$ cat config.mk
export PLATFORM = sky130hd
export DESIGN_NAME = lts_pair_detector
export DESIGN_NICKNAME = d
export VERILOG_FILES = /design/src/rtl/lts_pkg.sv /design/src/rtl/lts_peak_classify.sv /design/src/rtl/lts_pair_tracker.sv /design/src/rtl/lts_event_counter.sv /design/src/rtl/lts_pair_detector.sv
export SDC_FILE = /design/constraint.sdc
export NUM_CORES = 1
export LEC_CHECK = 0
export BUFFER_PORTS_ARGS = -buffer_cell sky130_fd_sc_hd__buf_2
export CAP_MARGIN = 10
export CORE_AREA = 5 5 98 100
export DETAILED_ROUTE_END_ITERATION = 7
export DIE_AREA = 0 0 103 105
export PLACE_DENSITY = 0.75
export SLEW_MARGIN = 40
export SYNTH_ARGS = -nofsm -noshare
export SYNTH_HDL_FRONTEND = slang
export SYNTH_HIERARCHICAL = 1
export SYNTH_SLANG_ARGS = --single-unit
export TNS_END_PERCENT = 20
$ cat constraint.sdc
create_clock -name clk -period 5.6 [get_ports clk]
set_input_delay 1.12 -clock clk [delete_from_list [all_inputs] [get_ports clk]]
set_output_delay 1.12 -clock clk [all_outputs]
set_load 0.01 [all_outputs]
$ cat src/rtl/lts_pkg.sv
package lts_pkg;
  parameter int LTS_MASK_W   = 3;
  parameter int LTS_SEP_BASE = 63;
  parameter int LTS_SEP_W    = 7;
  parameter int LTS_TMO_W    = 8;

  typedef struct packed {
    logic peak;
    logic big;
  } lts_peak_t;

  // separation is allowed when its mask bit is set (bit i -> base + i)
  function automatic logic spacing_ok(input logic [LTS_SEP_W:0] sep,
                                      input logic [LTS_MASK_W-1:0] mask);
    logic ok;
    ok = 1'b0;
    for (int i = 0; i < LTS_MASK_W; i++) begin
      if (mask[i] && sep == (LTS_SEP_W+1)'(LTS_SEP_BASE + i)) ok = 1'b1;
    end
    return ok;
  endfunction

  // window length in samples: two samples per unit
  function automatic logic [LTS_TMO_W:0] tmo_limit(input logic [LTS_TMO_W-1:0] units);
    return {units, 1'b0};
  endfunction
endpackage

$ cat src/rtl/lts_peak_classify.sv
module lts_peak_classify #(
  parameter int MAG_W = 16
) (
  input  logic [MAG_W-1:0]      mag,
  input  logic [MAG_W-1:0]      peak_thr,
  input  logic [MAG_W-1:0]      big_thr,
  output lts_pkg::lts_peak_t    pk
);
  always_comb begin
    pk.peak = mag > peak_thr;
    pk.big  = mag > big_thr;
  end
endmodule

$ cat src/rtl/lts_pair_tracker.sv
module lts_pair_tracker
  import lts_pkg::*;
(
  input  logic                  clk,
  input  logic                  rst_n,
  input  logic                  sample_vld,
  input  lts_peak_t             pk,
  input  logic                  pkt_det,
  input  logic                  req_pkt_det,
  input  logic [LTS_MASK_W-1:0] spacing_mask,
  input  logic [LTS_TMO_W-1:0]  timeout_len,
  output logic                  pair_hit,
  output logic                  armed_eff,
  output logic                  ltf_evt,
  output logic                  found,
  output logic                  timeout,
  output logic                  ltf_only,
  output logic                  first_big,
  output logic                  second_big
);
  localparam int TW = LTS_TMO_W + 1;

  logic                 have_ref_q, armed_q, ref_big_q;
  logic [LTS_SEP_W-1:0] dist_q;
  logic [TW-1:0]        timer_q, timer_eff, timer_inc;
  logic [LTS_SEP_W:0]   sep;
  logic                 accept, tmo_hit;

  always_comb begin
    armed_eff = armed_q | pkt_det;
    timer_eff = pkt_det ? '0 : timer_q;
    timer_inc = timer_eff + 1'b1;
    sep       = {1'b0, dist_q} + 1'b1;
    pair_hit  = sample_vld & have_ref_q & pk.peak & spacing_ok(sep, spacing_mask);
    accept    = pair_hit & (armed_eff | ~req_pkt_det);
    ltf_evt   = accept & ~armed_eff;
    tmo_hit   = sample_vld & armed_eff & ~accept & (timer_inc >= tmo_limit(timeout_len));
  end

  always_ff @(posedge clk or negedge rst_n) begin
    if (!rst_n) begin
      have_ref_q <= 1'b0;
      armed_q    <= 1'b0;
      ref_big_q  <= 1'b0;
      dist_q     <= '0;
      timer_q    <= '0;
    end else if (accept || tmo_hit) begin
      have_ref_q <= 1'b0;
      armed_q    <= 1'b0;
      dist_q     <= '0;
      timer_q    <= '0;
    end else begin
      armed_q <= armed_eff;
      if (!armed_eff)     timer_q <= '0;
      else if (sample_vld) timer_q <= timer_inc;
      else                timer_q <= timer_eff;
      if (sample_vld && pk.peak) begin
        have_ref_q <= 1'b1;
        dist_q     <= '0;
        ref_big_q  <= pk.big;
      end else if (sample_vld && have_ref_q && dist_q != '1) begin
        dist_q <= dist_q + 1'b1;
      end
    end
  end

  always_ff @(posedge clk or negedge rst_n) begin
    if (!rst_n) begin
      found      <= 1'b0;
      timeout    <= 1'b0;
      ltf_only   <= 1'b0;
      first_big  <= 1'b0;
      second_big <= 1'b0;
    end else begin
      found    <= accept;
      timeout  <= tmo_hit;
      ltf_only <= ltf_evt;
      if (accept) begin
        first_big  <= ref_big_q;
        second_big <= pk.big;
      end
    end
  end
endmodule

$ cat src/rtl/lts_event_counter.sv
module lts_event_counter #(
  parameter int CNT_W = 32
) (
  input  logic             clk,
  input  logic             rst_n,
  input  logic             clr,
  input  logic             inc,
  output logic [CNT_W-1:0] count
);
  always_ff @(posedge clk or negedge rst_n) begin
    if (!rst_n)   count <= '0;
    else if (clr) count <= '0;
    else if (inc) count <= count + 1'b1;
  end
endmodule

$ cat src/rtl/lts_pair_detector.sv
module lts_pair_detector #(
  parameter int MAG_W = 16,
  parameter int CNT_W = 32
) (
  input  logic                           clk,
  input  logic                           rst_n,
  input  logic                           sample_vld,
  input  logic [MAG_W-1:0]               corr_mag,
  input  logic [MAG_W-1:0]               corr_thresh,
  input  logic [MAG_W-1:0]               class_thresh,
  input  logic [lts_pkg::LTS_MASK_W-1:0] spacing_mask,
  input  logic [lts_pkg::LTS_TMO_W-1:0]  timeout_len,
  input  logic                           req_pkt_det,
  input  logic                           pkt_det,
  input  logic                           stats_clr,
  output logic                           found,
  output logic                           timeout,
  output logic                           ltf_only,
  output logic                           first_big,
  output logic                           second_big,
  output logic [CNT_W-1:0]               ltf_count
);
  lts_pkg::lts_peak_t pk;
  logic pair_hit, armed_eff, ltf_evt;

  lts_peak_classify #(.MAG_W(MAG_W)) u_cls (
    .mag(corr_mag), .peak_thr(corr_thresh), .big_thr(class_thresh), .pk(pk)
  );

  lts_pair_tracker u_trk (
    .clk(clk), .rst_n(rst_n), .sample_vld(sample_vld), .pk(pk),
    .pkt_det(pkt_det), .req_pkt_det(req_pkt_det), .spacing_mask(spacing_mask),
    .timeout_len(timeout_len), .pair_hit(pair_hit), .armed_eff(armed_eff),
    .ltf_evt(ltf_evt), .found(found), .timeout(timeout), .ltf_only(ltf_only),
    .first_big(first_big), .second_big(second_big)
  );

  lts_event_counter #(.CNT_W(CNT_W)) u_cnt (
    .clk(clk), .rst_n(rst_n), .clr(stats_clr), .inc(ltf_evt), .count(ltf_count)
  );
endmodule

Word level (Yosys, flattened, before mapping):

Index checks and enable logic that the tools add are counted.

* register bits after elaboration: 56
* input port bits: 65
* logic and storage cells: 62

* $add $sub $neg: 4
* $lt $le $gt $ge: 3
* equality and inequality tests: 4
* muxes and demuxes: 15
* bitwise operators: 14
* reduce and logical (&&, ||, !) cells: 11

Operator list (count)
* two-way mux 32 bit: 2
* two-way mux 9 bit: 4
* adder 32 x 1 -> 32 bit (second input constant): 1
* greater-than comparator 16 bit: 2
* two-way mux 7 bit: 3
* == test 8 x 7 -> 1 bit (second input constant): 2
* adder 9 x 1 -> 9 bit (second input constant): 1
* greater-or-equal comparator 9 bit: 1
* adder 7 x 1 -> 8 bit (second input constant): 1
* bitwise AND 1 bit: 8
* == test 8 x 6 -> 1 bit (second input constant): 1
* adder 7 x 1 -> 7 bit (second input constant): 1
* != test 7 bit (second input constant): 1
* logical AND 1 bit: 6
* two-way mux 1 bit: 6
* inverter 1 bit: 4
* nonzero test 2 bit: 2
* nonzero test 3 bit: 1
* bitwise OR 1 bit: 2
* AND reduction 2 bit: 1
* logical OR 1 bit: 1

Longest topological paths before layout:

Gate-level depths: netlist of run 1.

* depth after elaboration: 14
* depth in mapped cells: 18
* gate-level depth less buffers: 15

Cells and area by module:

Netlist of run 1, hierarchy kept.

Modules (own cells, without submodules)
* lts_pair_tracker: instances 1, cells an instance 196, area each 1779.2 um^2, sequential area each 600.6 um^2
* lts_event_counter: instances 1, cells an instance 176, area each 1680.4 um^2, sequential area each 800.8 um^2
* lts_peak_classify: instances 1, cells an instance 111, area each 809.5 um^2, sequential area each 0.0 um^2

Worst setup path before layout of run 1:

OpenSTA, ideal clock, no wires.

* kind: input to register
* start: input port corr_thresh[14]
* end: register u_cnt.count[27]
* setup time: 0.078 ns
* data arrival time: 4.552 ns
* slack: 0.970 ns
* stages on the path: 17
* cell sequence: inv_1 ha_1 nand4_1 nor4_2 a21boi_2 o31a_1 nand3_1 nor3b_1 o221ai_4 nand2_4 and3_1 buf_4 o2111ai_4 or3_1 clkbuf_2 or4_1 a21oi_1

RTL lines
* start: declaration: RTL line lts_pair_detector.sv:9 `input logic [MAG_W-1:0] corr_thresh,`
* end signal: assignment: RTL line lts_event_counter.sv:13 `else if (inc) count <= count + 1'b1;`
* end: declaration: RTL line lts_event_counter.sv:8 `output logic [CNT_W-1:0] count`

==> summary.txt, run 1 <==
Worst setup path
  • CP Class: input pin to register
  • Arrival @ worst endpoint: 5250 ps
  • Crit path launch type: input pin
  • Critical path capture point type: register
  • Worst EP required: just under 6000 ps
  • CP max FO: 17

Drt
  • Final antenna-violating net count: 0
  • Initial DRC Count: 202
  • Via density: around 5.6
  • First-pass detailed-route iteration total: 6
  • Routed vias: 3815
  • Met1 Wirelength: 4410 um
  • WL/cell: between 10 and 15 um
  • Routed met3 length: 635 um
  • Routed met2 length: 4740 um
  • DRC: 0
  • Highest metal used: met4
  • Detailed Route WL: 9920 um

STA
  • Final Hold Fails: 0
  • Final Setup Violations: 0
  • Slew margin rel.: between 50 and 60%
  • Slew at the pin closest to its max-slew limit: around 720 ps
  • Post-route setup TNS: 0 ps
  • RSZ-0062 raised after global routing: no
  • Slew Limit Fails: 0
  • Highest Clock Rate: 200 MHz
  • Final setup skew: 9.14 ps
  • Final min period: 5010 ps
  • Fin worst setup slack: 589 ps
  • Hold slack final: ~520 ps
  • Period utilization: 89.5%

Synthesis
  • Register area share after synthesis: between 30% and 40%
  • Count of different cell masters after synthesis: 60
  • Post-synth EDFFs: 0
  • Post-Syn Instances: roughly 480
  • Synth Register Bits: 56
  • Synth warnings: 6
  • Predominant post-synthesis flop cell: dfrtp_1
  • Async SR Flop Fraction: between 90% and 100%
  • Mapped Area: 4270 um2
  • Post-Syn Nets: 594
  • Average cell area after synthesis: 8.84 um2

Place
  • Hpwl dp: 7680 um
  • Pre-CTS WS: 263 ps
  • GP Congestion: 0.841
  • I/O Buffers: 101

Global route
  • Antenna violations before repair: 0
  • Pin count of the biggest net entering global routing: 57
  • First-pass GRT wire length: 16500 um
  • Vias in the first global route: ~3600
  • GR Util All Layers: 18.3%
  • Grt ovf: 0

Power
  • P_int: 595 uW
  • Clk pwr share: 26.3%
  • Switching Power: 268 uW
  • Switching Share: a little under a third
  • Total Power: 863 uW
  • Power density over the cells: ~180 nW/um2
  • Worst vdd rail ir drop: approximately 0.00011 V
  • Static Leak: roughly 0.0024 uW
  • Combinational power share: 22.1%
  • Flop pwr share: 51.6%

CTS
  • CTS root buf: clkbuf_8
  • CTS HTree Levels: 2
  • Cts bufs inserted: 5
  • CTS Sinks: 56
  • Clock latency on the worst-skew pair: 310 ps
  • Number of hold buffers added after CTS: 0
  • Reg clk slew, reported paths: 110 ps
  • Postcts setup bufs: 0
  • Post_cts resized: 0
  • CTS tree: built
  • Maximum root-to-sink buffer count: 2

Floorplan
  • Die X: 103 um
  • # IOs: a little over 100
  • DIE AREA: approximately 11000 um2
  • Row cnt: 34
  • Die Y: about 110 um
  • Core ar.: 8590 um2
  • Initial core utilization: between 40% and 50%

Run
  • Max-cap check violation count: 0

Finish
  • Top flop regs: u_cnt/count (32), u_trk/timer_q (9), u_trk/dist_q (7)
  • Fin nets: a little under 700
  • Layout area overhead: 14.9%
  • Share of layout cells above drive strength 1: 23.2%
  • Ant diodes: 0
  • Max FFs per register: 32
  • Fill cells: about 800
  • Largest reg by FF count: u_cnt/count

Run status
  • Status: finished, final reports clean

Worst hold path
  • Worst hold path class: register to register
layout by cell type, fill, tap and decap left out, types with 9 or more instances in the layout:
master,instances
buf_2,101
dfrtp_1,56
inv_1,53
ha_1,46
a21oi_1,38
nor2_1,35
nand2_1,29
nand3_1,19
o21ai_0,17
xnor2_1,17
nand4_1,15
or4_1,13
o31ai_1,12
nor2b_1,9
or3_1,9
critical path, cell delays in order:
cell and delay (ps):
buf_2 110, ha_1 320, nand4_1 160, nor4_2 330, a21boi_2 200, o31a_1 200, nand3_1 110, nor3b_1 410
o221ai_4 200, nand2_4 110, and3_1 360, o2111ai_4 220, or3_1 650, or4_1 580, a21oi_1 150
area by class of cell:
cell class / instances / area, um2 / share of cell area (%)
inverters: 54 / 203 / 4.13
well taps: 108 / 135 / 2.75
clock buffers: 6 / 72.6 / 1.48
multi-input cells: 353 / 2560 / 52.3
flip-flops and latches: 56 / 1400 / 28.6
clock inverters: 2 / 16.3 / 0.332
repair buffers: 102 / 513 / 10.5
final timing paths:
path | from | endpoint | slack, ps | cells past startpoint
min reg2reg | u_trk/first_big$_DFFE_PN0N_ | u_trk/first_big$_DFFE_PN0N_ | 520 | 1
min | u_trk/first_big$_DFFE_PN0N_ | u_trk/first_big$_DFFE_PN0N_ | 520 | 1
min in group asynchronous | rst_n | u_cnt/count[28]$_DFFE_PN0P_ | 930 | 2
max | corr_mag[14] | u_cnt/count[31]$_DFFE_PN0P_ | 590 | 15
max in group asynchronous | rst_n | u_trk/ref_big_q$_DFFE_PN0P_ | 4190 | 2
max reg2reg | u_trk/dist_q[0]$_DFFE_PN0P_ | u_cnt/count[31]$_DFFE_PN0P_ | 1800 | 10
power by group through the flow:
stage | registers, uW | logic [uW] | clock network (uW)
final | 445 | 191 | 227
after global routing | 448 | 216 | 245
after CTS | 445 | 192 | 232
after detailed placement | 453 | 191 | 0
after global placement | 451 | 184 | 0
after floorplan | 444 | 133 | 0
metal layers:
layer | vias to the layer above | global-route usage, %
li1 | 1910 | -
met1 | 1795 | 24.4
met2 | 98 | 30.4
met3 | 12 | 3.26
met4 | 0 | 4.44
met5 | - | 0
cell families after synthesis:
group / after synthesis / share of synthesized area, %
AND/OR/NAND/NOR: 175 / 23.7
AO/OA/AOI/OAI: 101 / 16.0
buffers and inverters: 74 / 7.09
flip-flops: 56 / 32.8
adder cells (fa/ha/maj): 46 / 13.5
XOR/XNOR: 25 / 5.13
multiplexers: 6 / 1.82
cells in the mapped netlist (3+ instances only):
master	number	area [um2]
a21oi_1	38	190
nor3b_1	3	22.5
o21ai_0	17	85.1
or3_1	9	56.3
clkbuf_1	10	37.5
nor2b_1	9	56.3
and2_1	3	18.8
o31ai_1	12	90.1
xor2_1	8	70.1
buf_4	3	22.5
or4_1	13	97.6
nor4_1	6	37.5
a32oi_1	4	35.0
o211ai_1	3	22.5
buf_2	4	20.0
nand2b_1	6	37.5
mux2_4	3	45.0
nor2_1	35	131
nor3_2	4	40.0
a21o_1	3	22.5
nand4_1	15	93.8
a31oi_1	3	18.8
nand3_1	19	95.1
ha_1	46	576
dfrtp_1	56	1400
inv_1	53	199
nand2_1	29	109
and4_1	7	61.3
nor3_1	8	40.0
xnor2_1	17	149
through the flow:
stage | utilization, % | cells | instance area (um2)
6_report | 57.1 | 681 | 4910
5_1_grt | 57.1 | 681 | 4910
4_1_cts | 57.1 | 681 | 4910
3_5_place_dp | 56.1 | 673 | 4820
3_3_place_gp | 56.1 | 673 | 4820
2_1_floorplan | - | 483 | 4270
Note: power is estimated with default switching activity, not from simulation.
==> inputs of run 2 (changes only) <==
==> constraint.sdc (replaced) <==
create_clock -name clk -period 4.66 [get_ports clk]
set_input_delay 0.932 -clock clk [delete_from_list [all_inputs] [get_ports clk]]
set_output_delay 0.932 -clock clk [all_outputs]
set_load 0.01 [all_outputs]
==> summary.txt, run 2 (same netlist as run 1, synthesis figures left out) <==
Run status
  • Status: finished, final reports clean (unchanged)

Finish
  • Ant diodes: 0 (unchanged)
  • Reg area: 1400 um2 (unchanged)
  • Most frequent cells in the layout: buf_2, dfrtp_1, inv_1 (unchanged)
  • Max FFs per register: 32 (unchanged)
  • Fill cells: 797 (was 778)
  • Layout area overhead: 16.3% (was 14.9%)
  • Largest reg by FF count: u_cnt/count (unchanged)
  • Post-Layout Cell Count: 688 (was 681)
  • Commonest non-fill, non-tap cell in the layout: buf_2 (unchanged)
  • Top flop regs: u_cnt/count (32), u_trk/timer_q (9), u_trk/dist_q (7) (unchanged)
  • Share of layout cells above drive strength 1: 24.5% (was 23.2%)
  • Multi-input logic area: 2570 um2 (was 2560 um2)
  • Fin nets: 690 (was 683)

STA
  • Hold slack final: 524 ps (was 522 ps)
  • Final Hold Fails: 0 (unchanged)
  • Slew at the pin closest to its max-slew limit: 716 ps (was 718 ps)
  • Final Setup Violations: 0 (unchanged)
  • Period utilization: slightly above 90%
  • Post-route setup TNS: 0 ps (unchanged)
  • RSZ-0062 raised after global routing: no (unchanged)
  • Slew margin rel.: 52.2% (about the same)
  • Fin worst setup slack: 391 ps (was 589 ps)
  • Final setup skew: 10.8 ps (was 9.14 ps)
  • Slew Limit Fails: 0 (unchanged)
  • Highest Clock Rate: 234 MHz
  • Final min period: 4270 ps

CTS
  • Maximum root-to-sink buffer count: 2 (unchanged)
  • CTS Sinks: 56 (unchanged)
  • Post_cts resized: 0 (unchanged)
  • Reg clk slew, reported paths: 110 ps (about the same)
  • CTS HTree Levels: 2 (unchanged)
  • Postcts setup bufs: 0 (unchanged)
  • Cts bufs inserted: 5 (unchanged)
  • CTS tree: built (unchanged)
  • Clock latency on the worst-skew pair: 320 ps (was 310 ps)
  • Number of hold buffers added after CTS: 0 (unchanged)
  • CTS root buf: clkbuf_8 (unchanged)

Place
  • Pre-CTS WS: -41.3 ps (was 263 ps)
  • GP Congestion: 0.839 (was 0.841)
  • I/O Buffers: 101 (unchanged)
  • Post-Place Cells: 680 (was 673)
  • Hpwl dp: 7850 um (was 7680 um)

Power
  • P_int: 718 uW (was 595 uW)
  • Switching Share: 30.9% (was 31.0%)
  • Flop pwr share: 51.3% (was 51.6%)
  • Switching Power: 321 uW (was 268 uW)
  • Combinational power share: 22.4% (was 22.1%)
  • Clk pwr share: 26.3% (about the same)
  • Power density over the cells: 209 nW/um2 (was 176 nW/um2)
  • Static Leak: 0.00245 uW (was 0.00241 uW)
  • Worst vdd rail ir drop: 0.000131 V (was 0.000114 V)

Drt
  • Via density: 5.61 (was 5.60)
  • Initial DRC Count: 188 (was 202)
  • Routed vias: 3863 (was 3815)
  • First-pass detailed-route iteration total: 4 (was 6)
  • DRC: 0 (unchanged)
  • Detailed Route WL: 10200 um (was 9920 um)
  • Final antenna-violating net count: 0 (unchanged)
  • WL/cell: 14.8 um (was 14.6 um)

Global route
  • Antenna violations before repair: 0 (unchanged)
  • Grt ovf: 0 (unchanged)
  • Vias in the first global route: 3776 (was 3610)
  • GR Util All Layers: 18.7% (was 18.3%)
  • Pin count of the biggest net entering global routing: 57 (unchanged)
  • First-pass GRT wire length: 17000 um (was 16500 um)

Worst setup path
  • Critical path capture point type: register (unchanged)
  • Arrival @ worst endpoint: 4510 ps (was 5250 ps)
  • Critical path's top delay family: simple AND/OR/NAND/NOR gates (unchanged)
  • CP Class: input pin to register (unchanged)
  • WP buf/inv: 1 (unchanged)
  • CP max FO: 14 (was 17)
  • Worst EP required: 4910 ps (was 5840 ps)
  • Crit path launch type: input pin (unchanged)
  • Worst path slowest cell: or4_1 (was or3_1)
  • Worst path max stage delay: 530 ps (was 650 ps)
  • CP cell instances: buf_2, ha_1, nand4_1, nor4_2, a21boi_2, o31a_1, nand3_1, nor4_1, nand2_1, nand2_4, and3_1, o2111ai_4, or3_4, or4_1, a21oi_1 (was buf_2, ha_1, nand4_1, nor4_2, a21boi_2, o31a_1, nand3_1, nor3b_1, o221ai_4, nand2_4, and3_1, o2111ai_4, or3_1, or4_1, a21oi_1)

Floorplan
  • Initial core utilization: 49.7% (unchanged)
  • Die Y: 105 um (unchanged)
  • Die X: 103 um (unchanged)
  • # IOs: 102 (unchanged)
  • DIE AREA: 10800 um2 (unchanged)
  • Row cnt: 34 (unchanged)
  • Core ar.: 8590 um2 (unchanged)

Run
  • Max-cap check violation count: 0 (unchanged)

Worst hold path
  • Worst hold path class: register to register (unchanged)
[run 2: cell types whose count changed in the layout (fill, tap and decap cells not counted), sizes merged]
cell	previous run	this run
clkinvlp	1	0
inv	54	55
buf	102	109
[run 2: path summary, 6_finish.rpt]
check                                              from                      endpoint  slack (ps)  depth (start not counted)
min reg2reg                u_trk/second_big$_DFFE_PN0N_  u_trk/second_big$_DFFE_PN0N_         520                          1
max reg2reg                 u_trk/dist_q[0]$_DFFE_PN0P_   u_cnt/count[25]$_DFFE_PN0P_        1360                         11
min                        u_trk/second_big$_DFFE_PN0N_  u_trk/second_big$_DFFE_PN0N_         520                          1
min in group asynchronous                         rst_n    u_trk/timer_q[8]$_DFF_PN0_         740                          2
max in group asynchronous                         rst_n    u_trk/timer_q[1]$_DFF_PN0_        3450                          2
max                                        corr_mag[14]   u_cnt/count[25]$_DFFE_PN0P_         390                         15
[run 2: cell type report]
type / count / area share [%]
multi-input cells: 353 / 51.9
flip-flops and latches: 56 / 28.2
repair buffers: 109 / 11.4
inverters: 54 / 4.08
well taps: 108 / 2.72
clock buffers: 6 / 1.46
clock inverters: 2 / 0.277
[run 2: stage by stage]
stage / utilization (%) / power (uW) / cell area, um2
2_1_floorplan: - / 694 / 4270
3_3_place_gp: 56.7 / 767 / 4870
3_5_place_dp: 56.7 / 776 / 4870
4_1_cts: 57.7 / 1050 / 4960
5_1_grt: 57.8 / 1100 / 4970
6_report: 57.8 / 1040 / 4970
[run 2: power by group through the flow]
stage               registers [uW]  clock network (uW)  logic (uW)
CTS                            534                 278         234
global placement               542                   0         225
global route                   539                 295         266
detailed placement             544                   0         232
finish                         533                 273         232
floorplan                      534                   0         160
[run 2: per-layer routing]
metal  GRT usage [%]  share of wire (%)  vias up
li1                -                  -     1914
met2            31.4                 48      108
met5               0                  0        -
met1            24.4                 43     1831
met3            3.40                7.3       10
met4            5.09                1.2        0
